$ cat src/rtl/twm_pkg.sv
package twm_pkg;

  localparam int unsigned TWM_ADDR_W   = 8;
  localparam int unsigned TWM_CODE_W   = 16;
  localparam int unsigned TWM_FILT_W   = 2;
  localparam int unsigned TWM_FILT_LSB = 20;
  localparam int unsigned TWM_TIME_W   = 24;

  localparam logic [TWM_ADDR_W-1:0] TWM_A_CHEN = 8'h08;
  localparam logic [TWM_ADDR_W-1:0] TWM_A_TIME = 8'h0C;
  localparam logic [TWM_ADDR_W-1:0] TWM_A_CLR  = 8'h10;
  localparam logic [TWM_ADDR_W-1:0] TWM_A_IEN  = 8'h14;
  localparam logic [TWM_ADDR_W-1:0] TWM_A_STS  = 8'h18;
  localparam logic [TWM_ADDR_W-1:0] TWM_A_DATA = 8'h20;
  localparam logic [TWM_ADDR_W-1:0] TWM_A_THR  = 8'h40;

  typedef enum logic [1:0] {
    TWM_CLS_IN = 2'd0,
    TWM_CLS_HI = 2'd1,
    TWM_CLS_LO = 2'd2
  } twm_cls_e;

endpackage

$ cat src/rtl/twm_regs.sv
module twm_regs
  import twm_pkg::*;
#(
  parameter int unsigned NUM_CH = 5,
  parameter int unsigned CODE_W = TWM_CODE_W
) (
  input  logic                       clk,
  input  logic                       rst,
  input  logic                       bus_wr,
  input  logic [TWM_ADDR_W-1:0]      bus_addr,
  input  logic [31:0]                bus_wdata,
  output logic [31:0]                bus_rdata,
  input  logic [NUM_CH*CODE_W-1:0]   ch_data_i,
  input  logic [2*NUM_CH-1:0]        sts_i,
  output logic [NUM_CH-1:0]          ch_en_o,
  output logic [TWM_FILT_W-1:0]      filt_o,
  output logic [NUM_CH*CODE_W-1:0]   thr_hi_o,
  output logic [NUM_CH*CODE_W-1:0]   thr_lo_o,
  output logic [2*NUM_CH-1:0]        mask_o,
  output logic                       gen_o,
  output logic [2*NUM_CH-1:0]        clr_o
);

  localparam int unsigned IEN_W  = 2*NUM_CH + 1;
  localparam int unsigned PAIR_W = 2*CODE_W;
  localparam int unsigned NWORD  = (NUM_CH + 1) / 2;

  logic [NUM_CH-1:0]      en_q;
  logic [TWM_TIME_W-1:0]  time_q;
  logic [IEN_W-1:0]       ien_q;
  logic [PAIR_W-1:0]      thr_q [NUM_CH];
  logic [NWORD*PAIR_W-1:0] data_pad;
  logic                   unused_wdata;

  function automatic logic [TWM_ADDR_W-1:0] thr_addr(input int unsigned c);
    return TWM_A_THR + TWM_ADDR_W'(4*c);
  endfunction

  function automatic logic [TWM_ADDR_W-1:0] data_addr(input int unsigned w);
    return TWM_A_DATA + TWM_ADDR_W'(4*w);
  endfunction

  // register writes
  always_ff @(posedge clk) begin
    if (rst) begin
      en_q   <= '0;
      time_q <= '0;
      ien_q  <= {{(IEN_W-1){1'b1}}, 1'b0};
      for (int c = 0; c < NUM_CH; c++) begin
        thr_q[c] <= {{CODE_W{1'b1}}, {CODE_W{1'b0}}};
      end
    end else if (bus_wr) begin
      if (bus_addr == TWM_A_CHEN) en_q   <= bus_wdata[NUM_CH-1:0];
      if (bus_addr == TWM_A_TIME) time_q <= bus_wdata[TWM_TIME_W-1:0];
      if (bus_addr == TWM_A_IEN)  ien_q  <= bus_wdata[IEN_W-1:0];
      for (int c = 0; c < NUM_CH; c++) begin
        if (bus_addr == thr_addr(c)) thr_q[c] <= bus_wdata[PAIR_W-1:0];
      end
    end
  end

  // clear pulses only exist in the write cycle
  assign clr_o = (bus_wr && bus_addr == TWM_A_CLR) ? bus_wdata[IEN_W-1:1] : '0;

  assign ch_en_o = en_q;
  assign filt_o  = time_q[TWM_FILT_LSB +: TWM_FILT_W];
  assign gen_o   = ien_q[0];
  assign mask_o  = ien_q[IEN_W-1:1];

  for (genvar c = 0; c < NUM_CH; c++) begin : g_thr
    assign thr_hi_o[c*CODE_W +: CODE_W] = thr_q[c][PAIR_W-1 -: CODE_W];
    assign thr_lo_o[c*CODE_W +: CODE_W] = thr_q[c][CODE_W-1:0];
  end

  // channels are packed pairwise; the missing odd partner reads zero
  assign data_pad = (NWORD*PAIR_W)'(ch_data_i);

  always_comb begin
    bus_rdata = '0;
    case (bus_addr)
      TWM_A_CHEN: bus_rdata = 32'(en_q);
      TWM_A_TIME: bus_rdata = 32'(time_q);
      TWM_A_IEN:  bus_rdata = 32'(ien_q);
      TWM_A_STS:  bus_rdata = 32'({sts_i, 1'b0});
      default:    bus_rdata = '0;
    endcase
    for (int w = 0; w < NWORD; w++) begin
      if (bus_addr == data_addr(w)) bus_rdata = 32'(data_pad[w*PAIR_W +: PAIR_W]);
    end
    for (int c = 0; c < NUM_CH; c++) begin
      if (bus_addr == thr_addr(c)) bus_rdata = 32'(thr_q[c]);
    end
  end

  assign unused_wdata = ^bus_wdata;

  AST_CLR_NEEDS_WRITE: assert property (@(posedge clk) disable iff (rst)
    (clr_o != '0) |-> bus_wr) else $error("clear without write");

endmodule

$ cat src/rtl/twm_chan.sv
module twm_chan
  import twm_pkg::*;
#(
  parameter int unsigned CODE_W = TWM_CODE_W,
  parameter int unsigned FILT_W = TWM_FILT_W
) (
  input  logic              clk,
  input  logic              rst,
  input  logic              en_i,
  input  logic [FILT_W-1:0] filt_i,
  input  logic [CODE_W-1:0] hi_i,
  input  logic [CODE_W-1:0] lo_i,
  input  logic              smp_take_i,
  input  logic [CODE_W-1:0] smp_code_i,
  input  logic [1:0]        clr_i,
  output logic [CODE_W-1:0] data_o,
  output logic [1:0]        sts_o
);

  localparam logic [FILT_W-1:0] RUN_MAX = '1;

  twm_cls_e          cls, run_cls_q;
  logic [FILT_W-1:0] run_q, run_d;
  logic              take;
  logic [1:0]        evt;
  logic [CODE_W-1:0] data_q;
  logic [1:0]        sts_q;

  always_comb begin
    take = smp_take_i && en_i;
    if (smp_code_i > hi_i)      cls = TWM_CLS_HI;
    else if (smp_code_i < lo_i) cls = TWM_CLS_LO;
    else                        cls = TWM_CLS_IN;
    // run length minus one, saturating
    if (cls == run_cls_q) run_d = (run_q == RUN_MAX) ? run_q : run_q + 1'b1;
    else                  run_d = '0;
    evt = 2'b00;
    if (take && run_d >= filt_i) begin
      evt[0] = (cls == TWM_CLS_HI);
      evt[1] = (cls == TWM_CLS_LO);
    end
  end

  always_ff @(posedge clk) begin
    if (rst) begin
      data_q    <= '0;
      sts_q     <= 2'b00;
      run_q     <= '0;
      run_cls_q <= TWM_CLS_IN;
    end else begin
      sts_q <= (sts_q & ~clr_i) | evt;   // event beats clear
      if (take) begin
        data_q    <= smp_code_i;
        run_q     <= run_d;
        run_cls_q <= cls;
      end
    end
  end

  assign data_o = data_q;
  assign sts_o  = sts_q;

  AST_DIS_DATA_HOLD: assert property (@(posedge clk) disable iff (rst)
    !en_i |=> $stable(data_q)) else $error("disabled data moved");
  AST_DIS_NO_RAISE: assert property (@(posedge clk) disable iff (rst)
    (!en_i && sts_q == 2'b00) |=> (sts_q == 2'b00)) else $error("disabled raised");
  AST_STS_STICKY: assert property (@(posedge clk) disable iff (rst)
    (sts_q[0] && !clr_i[0]) |=> sts_q[0]) else $error("flag lost");
  AST_SET_BEATS_CLR: assert property (@(posedge clk) disable iff (rst)
    (evt[1] && clr_i[1]) |=> sts_q[1]) else $error("event lost to clear");
  AST_NO_HI_AT_LIMIT: assert property (@(posedge clk) disable iff (rst)
    (take && smp_code_i <= hi_i && !sts_q[0] && !evt[0]) |=> !sts_q[0]) else $error("hi at limit");

endmodule

$ cat src/rtl/twm_irq.sv
module twm_irq #(
  parameter int unsigned ST_W = 10
) (
  input  logic            clk,
  input  logic            rst,
  input  logic            gen_i,
  input  logic [ST_W-1:0] mask_i,
  input  logic [ST_W-1:0] sts_i,
  output logic            irq_o
);

  logic [ST_W-1:0] live;

  assign live  = sts_i & ~mask_i;
  assign irq_o = gen_i && (|live);

  AST_IRQ_HAS_SOURCE: assert property (@(posedge clk) disable iff (rst)
    irq_o |-> (sts_i != '0)) else $error("irq without flag");
  AST_IRQ_QUIET_NO_FLAGS: assert property (@(posedge clk) disable iff (rst)
    (sts_i == '0) |-> !irq_o) else $error("irq with empty status");

endmodule

$ cat src/rtl/thermal_watch.sv
module thermal_watch
  import twm_pkg::*;
#(
  parameter int unsigned NUM_CH = 5,
  parameter int unsigned CODE_W = TWM_CODE_W
) (
  input  logic                      clk,
  input  logic                      rst,
  input  logic                      bus_wr,
  input  logic [TWM_ADDR_W-1:0]     bus_addr,
  input  logic [31:0]               bus_wdata,
  output logic [31:0]               bus_rdata,
  input  logic [NUM_CH-1:0]         smp_valid,
  input  logic [NUM_CH*CODE_W-1:0]  smp_code,
  output logic [NUM_CH-1:0]         smp_ready,
  output logic                      irq
);

  localparam int unsigned ST_W = 2*NUM_CH;

  logic [NUM_CH-1:0]        ch_en;
  logic [TWM_FILT_W-1:0]    filt;
  logic [NUM_CH*CODE_W-1:0] thr_hi, thr_lo, data_all;
  logic [ST_W-1:0]          mask, clr, sts_all;
  logic                     gen;

  assign smp_ready = {NUM_CH{~rst}};

  twm_regs #(.NUM_CH(NUM_CH), .CODE_W(CODE_W)) i_regs (
    .clk       (clk),
    .rst       (rst),
    .bus_wr    (bus_wr),
    .bus_addr  (bus_addr),
    .bus_wdata (bus_wdata),
    .bus_rdata (bus_rdata),
    .ch_data_i (data_all),
    .sts_i     (sts_all),
    .ch_en_o   (ch_en),
    .filt_o    (filt),
    .thr_hi_o  (thr_hi),
    .thr_lo_o  (thr_lo),
    .mask_o    (mask),
    .gen_o     (gen),
    .clr_o     (clr)
  );

  for (genvar c = 0; c < NUM_CH; c++) begin : g_ch
    twm_chan #(.CODE_W(CODE_W), .FILT_W(TWM_FILT_W)) i_chan (
      .clk        (clk),
      .rst        (rst),
      .en_i       (ch_en[c]),
      .filt_i     (filt),
      .hi_i       (thr_hi[c*CODE_W +: CODE_W]),
      .lo_i       (thr_lo[c*CODE_W +: CODE_W]),
      .smp_take_i (smp_valid[c] && smp_ready[c]),
      .smp_code_i (smp_code[c*CODE_W +: CODE_W]),
      .clr_i      (clr[2*c +: 2]),
      .data_o     (data_all[c*CODE_W +: CODE_W]),
      .sts_o      (sts_all[2*c +: 2])
    );
  end

  twm_irq #(.ST_W(ST_W)) i_irq (
    .clk    (clk),
    .rst    (rst),
    .gen_i  (gen),
    .mask_i (mask),
    .sts_i  (sts_all),
    .irq_o  (irq)
  );

  AST_READY_RESET: assert property (@(posedge clk)
    rst |-> (smp_ready == '0)) else $error("ready in reset");

endmodule

$ cat config.mk
export PLATFORM = sky130hd
export DESIGN_NAME = thermal_watch
export DESIGN_NICKNAME = d
export VERILOG_FILES = /design/src/rtl/twm_pkg.sv /design/src/rtl/twm_regs.sv /design/src/rtl/twm_chan.sv /design/src/rtl/twm_irq.sv /design/src/rtl/thermal_watch.sv
export SDC_FILE = /design/constraint.sdc
export NUM_CORES = 1
export LEC_CHECK = 0
export BUFFER_PORTS_ARGS = -buffer_cell sky130_fd_sc_hd__buf_2
export CAP_MARGIN = 20
export CORE_UTILIZATION = 45
export CTS_CLUSTER_SIZE = 16
export DETAILED_ROUTE_END_ITERATION = 8
export PLACE_DENSITY_LB_ADDON = 0.3
export SLEW_MARGIN = 0
export SYNTH_ARGS = -nofsm -noshare
export SYNTH_HDL_FRONTEND = slang
export SYNTH_SLANG_ARGS = --single-unit
$ cat constraint.sdc
create_clock -name clk -period 4.45 [get_ports clk]
set_input_delay 0.445 -clock clk [delete_from_list [all_inputs] [get_ports clk]]
set_output_delay 0.445 -clock clk [all_outputs]
set_load 0.01 [all_outputs]
**After elaboration in Yosys (flattened, before gate mapping)**

Memory sizes are Yosys's and may differ from the RTL's.
Cells that the tools add are included.

- Register bits after elaboration: 150
- RAM bits: 160
- Bits of input ports: 128
- Output and inout port bits: 38
- Logic and storage cells: 183
- Memories: 1

Memory list:

| memory | words | width | rd ports | clocked after Yosys merged registers in | write ports | line | source |
|---|---|---|---|---|---|---|---|
| i_regs.thr_q | 5 | 32 | 5 | 0 | 5 | twm_regs.sv:31 | `logic [PAIR_W-1:0] thr_q [NUM_CH];` |

- Add/sub/neg operators: 5
- Magnitude comparators: 15
- Equality and inequality tests: 33
- Multiplexer cells: 62
- Bitwise gates (word level): 23
- Reduce and logical (&&, ||, !) cells: 21

Operator list:

| operator | count |
|---|---|
| 32-bit two-way mux | 13 |
| 24-bit case mux with 4 select lines | 1 |
| 16-bit > comparator | 5 |
| 16-bit less-than comparator | 5 |
| 2-bit two-way mux | 25 |
| 8-bit by 7-bit == test with 1-bit output (second input constant) | 5 |
| 8-bit by 5-bit == test with 1-bit output (second input constant) | 3 |
| 8-bit by 6-bit == test with 1-bit output (second input constant) | 3 |
| 1-bit two-way mux | 22 |
| 2-bit == test (second input constant) | 10 |
| 1-bit logical AND | 17 |
| 8-bit by 4-bit == test with 1-bit output (second input constant) | 2 |
| 2-bit by 1-bit adder with 2-bit output (second input constant) | 5 |
| 10-bit bitwise AND | 1 |
| 2-bit bitwise AND | 5 |
| 2-bit by 1-bit == test with 1-bit output (second input constant) | 5 |
| 2-bit == test | 5 |
| 2-bit >= comparator | 5 |
| 10-bit two-way mux | 1 |
| 10-bit NOT | 1 |
| 2-bit NOT | 5 |
| 2-bit OR | 5 |
| 10-bit OR reduction | 1 |
| 2-bit AND reduction | 3 |
| 2 further kinds | 6 |

**Longest topological paths before layout**

Gate-level depths: netlist of the first run.

- Word-level depth: 10
- Mapped depth: 17
- Gate-level depth less buffers: 17

**By module**

A second synthesis of the first run with hierarchy kept.

- Cell total of the unflattened synthesis: 1965
- Area total of the unflattened synthesis: 17860.9 µm²

By module, submodules not included:

| module | instances | cells an instance | area an instance (µm²) | sequential area each (µm²) |
|---|---|---|---|---|
| twm_regs | 1 | 840 | 9360.2 | 5605.4 |
| twm_chan | 5 | 220 | 1670.4 | 440.4 |
| twm_irq | 1 | 15 | 83.8 | 0.0 |
| thermal_watch | 1 | 10 | 65.1 | 0.0 |

**Least setup slack after synthesis of the first run**

No wires, ideal clock.

- Path kind: in2reg
- Start point: input bus_addr[5]
- End point: memory i_regs.thr_q[0][0] (netlist name), enable pin
- Data arrival time: 3.634 ns
- Setup slack: 0.350 ns
- Stages: 5
- Path buffers: 2
- Cells stage by stage: nor3b_1 > nand2b_1 > buf_1 > clkbuf_1 > o21ai_0

RTL lines:

| what | line | source |
|---|---|---|
| start, declared | thermal_watch.sv:10 | `input logic [TWM_ADDR_W-1:0] bus_addr,` |
| end, declared | twm_regs.sv:31 |  |

**Worst setup path after layout of the first run**

- Start point: input bus_addr[6]
- End point: output bus_rdata[3]

- Word-level cells in the longest chain between the ends: 10
- Elaborated cells between the ends (all ways): 21

RTL lines:

| what | line | source |
|---|---|---|
| 8-bit by 5-bit == test with 1-bit output or 8-bit by 4-bit == test with 1-bit output (tied branches) | twm_regs.sv:80 | `case (bus_addr)` |
| 24-bit case mux with 4 select lines | twm_regs.sv:80 |  |
| 32-bit two-way mux (3 in series) | twm_regs.sv:88 | `if (bus_addr == data_addr(w)) bus_rdata = 32'(data_pad[w*PAIR_W +: PAIR_W]);` |
| 32-bit two-way mux (4 in series) | twm_regs.sv:91 | `if (bus_addr == thr_addr(c)) bus_rdata = 32'(thr_q[c]);` |
| 32-bit two-way mux * | twm_regs.sv:91 |  |
| end, declared | thermal_watch.sv:12 | `output logic [31:0] bus_rdata,` |

Every way passes the cells marked *; elsewhere a longest branch is shown, timed or not.

==> results.sh, run 1 <==
export IMPL_power_total_mw=6.84
export IMPL_clk_pin_slew_ns=0.06
export IMPL_crit_chain="buf_2 -> nor3b_1 -> nand2b_1 -> nor2_2 -> a221oi_1 -> a22o_1 -> o21ai_0 -> buf_2"
export IMPL_grt_overflow=0
export IMPL_ant_nets=0
export IMPL_setup_violations=0
export IMPL_endpoint_kind="output pin"
export IMPL_path_max_fanout=18
export IMPL_grt_pass1_wl_microns=94200
export IMPL_via_count=15500
export IMPL_start_util=0.462
export IMPL_row_count=70
export IMPL_finalNonFillerCells=2575
export IMPL_first_iter_violations=1817
export IMPL_cts_sinks=310
export IMPL_final_area_sq_um=19600
export IMPL_drc=0
export IMPL_grt_pass1_vias=14300
export IMPL_avgSynthCellArea_sq_um=9.02
export IMPL_finish_utilization=0.531
export IMPL_layout_commonest_cell="nand2_1"
export IMPL_ys_warn_count=0
export IMPL_coreArea_sq_um=37000
export IMPL_track_usage=0.339
export IMPL_period_share=0.901
export IMPL_cp_required_ns=4.01
export IMPL_place_area_sq_um=18400
export IMPL_setup_ws_ns=0.443
export IMPL_hold_viol=0
export IMPL_crit_family="simple AND/OR/NAND/NOR gates"
export IMPL_synth_cell_area_sq_um=17100
export IMPL_drive_gt1_frac=0.131
export IMPL_synthesis_instances=1892
export IMPL_clk_latency_ns=0.55
export IMPL_slew_headroom=0.290
export IMPL_setup_tns_final_ns=0
export IMPL_cts_max_level=2
export IMPL_critPathLaunchType="input pin"
export IMPL_dieArea_sq_um=38700
export IMPL_path_common_cell="buf_2"
export IMPL_status="completed"
export IMPL_finalMaxSlewViolations=0
export IMPL_hpwl_microns=51300
export IMPL_synth_ff_type="edfxtp_1"
export IMPL_clock_fmax_mhz=250
export IMPL_criticalPathCategory="in -> out"
export IMPL_mostFrequentLayoutCells="361 x nand2_1, 248 x a21oi_1, 178 x inv_1, 165 x ha_1, 164 x buf_2"
export IMPL_synth_enable_flop_cells=160
export IMPL_clockBufferDepth=3
export IMPL_tightest_slew_ns=1.07
export IMPL_grt_max_degree=76
export IMPL_cts_root_buf="clkbuf_16"
export IMPL_power_density_nw_per_um2=349
export IMPL_critical_path_arrival_ns=3.56
export IMPL_n_fill_cell=3462
export IMPL_total_leakage_power_nw=8.04
export IMPL_critPathMaxStageDelay_ns=0.91
export IMPL_syn_num_nets=2185
export IMPL_finalNetCount=2334
export IMPL_vias_per_cell=6.01
export IMPL_rsz0062_at_grt="no"
export IMPL_port_buffers=165
export IMPL_cts_buffers=36
export IMPL_ir_drop_v=0.000309
export IMPL_cts_setup_buffers=0
export IMPL_yosysSeqAreaShare=0.458
export IMPL_postCtsHoldBufs=0
export IMPL_drt_pass1_iter_count=8
export IMPL_die_w_microns=197
export IMPL_critPathBufInv=2
export IMPL_timing_final_crit_period_ns=4.01
export IMPL_gp_congestion=1.04
export IMPL_synthArstFlopShare=0
export IMPL_finClkSkew_ns=0.0354
export IMPL_pre_cts_slack_ns=0.540
export IMPL_hold_class="in -> reg"
export IMPL_wl_microns=66400
export IMPL_syn_to_final_growth_pct=15.0
export IMPL_synth_seq_cells=310
export IMPL_ios=166
export IMPL_wl_per_cell_microns=25.8
export IMPL_die_h_microns=197
export IMPL_cts_tree="yes"
export IMPL_maxCapViolations=0
export IMPL_crit_slowest_cell="nor2_2"
export IMPL_antenna_found_initial=1
export IMPL_whs_ns=0.166
export IMPL_cts_resized=0
export IMPL_dp_cells=2506
export IMPL_synthDistinctLibCells=75
==> cells in the mapped netlist, types with 4 or more instances <==
cell	n	area, sq um
nand2_1	361	1360
a21oi_1	248	1240
inv_1	178	668
ha_1	165	2060
edfxtp_1	160	4800
dfxtp_1	150	3000
o21ai_0	89	445
nor2_1	66	248
clkbuf_1	52	195
nand3_1	33	165
nand2b_1	29	181
a22oi_1	28	210
nand4_1	27	169
a211oi_1	25	188
o22ai_1	24	150
o211ai_1	23	173
and2_1	22	138
buf_2	17	85.1
nor2b_1	14	87.6
nor3_1	14	70.1
a22o_1	13	114
a21o_1	12	90.1
buf_1	10	37.5
o221ai_1	10	87.6
a32oi_1	9	78.8
mux2i_1	9	90.1
a222oi_1	8	80.1
o21a_1	8	60.1
a221oi_1	7	61.3
buf_4	6	45.0
and4_1	5	43.8
nor4_1	5	31.3
o31ai_1	5	37.5
a31oi_1	4	25.0
==> per-layer routing <==
metal  track usage  share of wire
met2         0.522           0.44
met5             0              0
met1         0.462           0.41
met3        0.0678           0.11
met4         0.149          0.050
==> area by class of cell <==
type                            instances  area [sq um]  area share
Antenna cell                            2          5.00    0.000255
Multi-Input combinational cell       1316          8210       0.419
Clock buffer                           54          1050      0.0536
Sequential cell                       310          7810       0.398
Timing Repair Buffer                  197          1110      0.0568
Inverter                              180           676      0.0344
Clock inverter                         12           123     0.00625
Tap cell                              504           631      0.0321
==> report_power, final <==
part           total, mW  leakage [nW]  switching (mW)  internal [mW]
clock network       2.99         0.575            1.23           1.76
registers           3.14          2.77          0.0615           3.08
logic              0.717          4.69           0.474          0.244
total               6.84          8.04            1.76           5.08
==> sequential cells by signal (all words and copies together), names as in the netlist <==
signal	cells
i_regs.time_q	24
i_regs.ien_q	11
g_ch.i_chan.data_o	80
g_ch.i_chan.run_q	10
i_regs.ch_en_o	5
i_regs.thr_q	160
g_ch.i_chan.run_cls_q	10
g_ch.i_chan.sts_o	10
==> logic make-up after synthesis <==
kind of cell	share of synthesized area
buf+inv	0.0615
flops	0.458
simple gates	0.160
xor+xnor	0.00154
fa+ha+maj	0.121
mux	0.00660
compound gates	0.192
==> worst reg2reg max path: cells and delay by family (launching register included) <==
family                     cells  cell delay, ns
adders and majority gates      2            0.60
buffers and inverters          1            0.16
AOI/OAI and AO/OA              7            1.59
DFF                            1            0.52
and+or+nand+nor                5            0.78
==> path summary, 6_finish.rpt <==
kind / cells past startpoint / to / from / slack, ns
hold reg to reg: 2 / g_ch[3].i_chan.data_o[9]$_SDFFE_PP0P_ / g_ch[3].i_chan.data_o[9]$_SDFFE_PP0P_ / 0.45
setup reg to reg: 15 / g_ch[2].i_chan.sts_o[0]$_SDFF_PP0_ / i_regs.thr_q[0][77]$_DFFE_PP_ / 0.64
setup / recovery: 8 / bus_rdata[3] / bus_addr[6] / 0.44
hold / removal: 3 / g_ch[4].i_chan.data_o[0]$_SDFFE_PP0P_ / smp_code[64] / 0.17
(Power assumes the default switching activity.)
==> inputs of run 2 (changes only) <==
==> constraint.sdc (replaced) <==
create_clock -name clk -period 3.7 [get_ports clk]
set_input_delay 0.37 -clock clk [delete_from_list [all_inputs] [get_ports clk]]
set_output_delay 0.37 -clock clk [all_outputs]
set_load 0.01 [all_outputs]
==> results.sh, run 2 (synthesized netlist as in run 1, its figures left out) <==
export IMPL_clockBufferDepth=3
export IMPL_finish_utilization=0.535
export IMPL_ios=166
export IMPL_hp_start="bus_wdata[18]"
export IMPL_clock_fmax_mhz=281
export IMPL_ff2ff_path_depth=17
export IMPL_grt_max_degree=145
export IMPL_criticalPathCategory="reg -> reg"
export IMPL_start_util=0.462
export IMPL_wl_per_cell_microns=26.4
export IMPL_finalMaxSlewViolations=0
export IMPL_crit_slowest_cell="edfxtp_1"
export IMPL_first_iter_violations=1854
export IMPL_cts_root_buf="clkbuf_16"
export IMPL_drive_gt1_frac=0.147
export IMPL_drc=0
export IMPL_cts_sinks=310
export IMPL_period_share=0.962
export IMPL_largest_reg_flops=160
export IMPL_row_count=70
export IMPL_cts_tree="yes"
export IMPL_hold_class="in -> reg"
export IMPL_power_total_mw=8.09
export IMPL_cts_max_level=2
export IMPL_hold_viol=0
export IMPL_finalNetCount=2361
export IMPL_clk_latency_ns=0.53
export IMPL_critPathBufInv=2
export IMPL_mostFrequentLayoutCells="361 x nand2_1, 246 x a21oi_1, 177 x inv_1, 165 x ha_1, 164 x buf_2"
export IMPL_crit_chain="inv_1 -> ha_1 -> nand4_1 -> nor3_2 -> a21bo_2 -> o211ai_1 -> a21boi_1 -> buf_4 -> nor2b_1 -> a311oi_2 -> nand2b_1 -> ha_1 -> nand2b_1 -> a21oi_1 -> nor3_1 -> a22oi_1 -> nor2_1"
export IMPL_whs_path_depth=3
export IMPL_clk_pin_slew_ns=0.06
export IMPL_min_to="i_regs.time_q[18]$_SDFFE_PP0P_"
export IMPL_antenna_found_initial=2
export IMPL_grt_overflow=0
export IMPL_dieArea_sq_um=38700
export IMPL_gp_congestion=1.04
export IMPL_grt_pass1_wl_microns=97300
export IMPL_tightest_slew_ns=1.11
export IMPL_total_leakage_power_nw=8.14
export IMPL_cp_required_ns=4.09
export IMPL_setup_tns_final_ns=0
export IMPL_grt_pass1_vias=14800
export IMPL_die_w_microns=197
export IMPL_critPathMaxStageDelay_ns=0.47
export IMPL_endpoint_kind="register"
export IMPL_layout_commonest_cell="nand2_1"
export IMPL_status="completed"
export IMPL_via_count=15700
export IMPL_ir_drop_v=0.000377
export IMPL_track_usage=0.351
export IMPL_coreArea_sq_um=37000
export IMPL_slew_headroom=0.260
export IMPL_postCtsHoldBufs=0
export IMPL_power_density_nw_per_um2=409
export IMPL_critical_path_arrival_ns=3.95
export IMPL_wl_microns=68700
export IMPL_timing_final_crit_period_ns=3.56
export IMPL_r2r_setup_slack_ns=0.14
export IMPL_drt_pass1_iter_count=8
export IMPL_port_buffers=165
export IMPL_critPathLaunchType="register"
export IMPL_cts_buffers=36
export IMPL_antenna_cells=0
export IMPL_finClkSkew_ns=0.0179
export IMPL_r2r_end="g_ch[2].i_chan.sts_o[0]$_SDFF_PP0_"
export IMPL_syn_to_final_growth_pct=16.0
export IMPL_maxCapViolations=0
export IMPL_setup_violations=0
export IMPL_die_h_microns=197
export IMPL_vias_per_cell=6.06
export IMPL_ant_nets=0
export IMPL_hpwl_microns=52600
export IMPL_r2r_start="i_regs.thr_q[0][91]$_DFFE_PP_"
export IMPL_path_max_fanout=5
export IMPL_top_register="i_regs.thr_q"
export IMPL_crit_family="compound AO/OA/AOI/OAI gates"
## run 2: metrics by stage
stage | hold slack [ns] | worst slack [ns] | std cells | instance area (sq um)
floorplan | 0.428 | 0.544 | 1892 | 17100
global placement | 0.438 | 0.130 | 2534 | 18700
detailed placement | 0.444 | 0.0561 | 2534 | 18700
CTS | 0.0925 | 0.0692 | 2597 | 19700
global route | 0.110 | -0.00674 | 2597 | 19800
finish | 0.0996 | 0.140 | 2597 | 19800
## run 2: cell type report
| cell class | instances | area [sq um] |
|---|---|---|
| multi-input cells | 1316 | 8290 |
| flip-flops and latches | 310 | 7810 |
| well taps | 504 | 631 |
| clock inverters | 11 | 78.8 |
| fillers | 3461 | 17200 |
| inverters | 180 | 676 |
| clock buffers | 52 | 992 |
| repair buffers | 224 | 1320 |
## run 2: worst max-delay path by stage
stage	slack, ns	end	depth (start not counted)	start
after floorplan	0.54	i_regs.thr_q[0][0]$_DFFE_PP_	5	bus_addr[5]
after global placement	0.13	g_ch[2].i_chan.sts_o[1]$_SDFF_PP0_	17	smp_code[39]
after detailed placement	0.06	g_ch[2].i_chan.sts_o[0]$_SDFF_PP0_	17	smp_code[39]
after CTS	0.07	g_ch[4].i_chan.sts_o[0]$_SDFF_PP0_	15	i_regs.thr_q[0][129]$_DFFE_PP_
after global routing	-0.007	g_ch[4].i_chan.sts_o[1]$_SDFF_PP0_	16	i_regs.thr_q[0][135]$_DFFE_PP_
final	0.14	g_ch[2].i_chan.sts_o[0]$_SDFF_PP0_	17	i_regs.thr_q[0][91]$_DFFE_PP_
## run 2: metal layers
metal	vias to the layer above	wire [microns]	track usage
li1	7091	-	-
met5	-	27	0
met2	952	29500	0.525
met1	7503	27000	0.471
met3	187	8280	0.0837
met4	4	3900	0.181
## run 2: power by group
part / total (mW) / leakage (nW) / internal [mW] / switching, mW
Combinational: 0.921 / 4.83 / 0.320 / 0.600
Clock: 3.39 / 0.531 / 1.93 / 1.46
Sequential: 3.78 / 2.77 / 3.70 / 0.0735
## run 2: tightest hold or removal path, stage by stage
cell and delay (ns):
buf_2 0.10, nand2_1 0.05, a21oi_1 0.06
## run 2: what timing repair did
| item | CTS | global route |
|---|---|---|
| setup buffers | 0 | 0 |
| resized for setup | 0 | 16 |
| endpoints found under the setup margin | 0 | 7 |
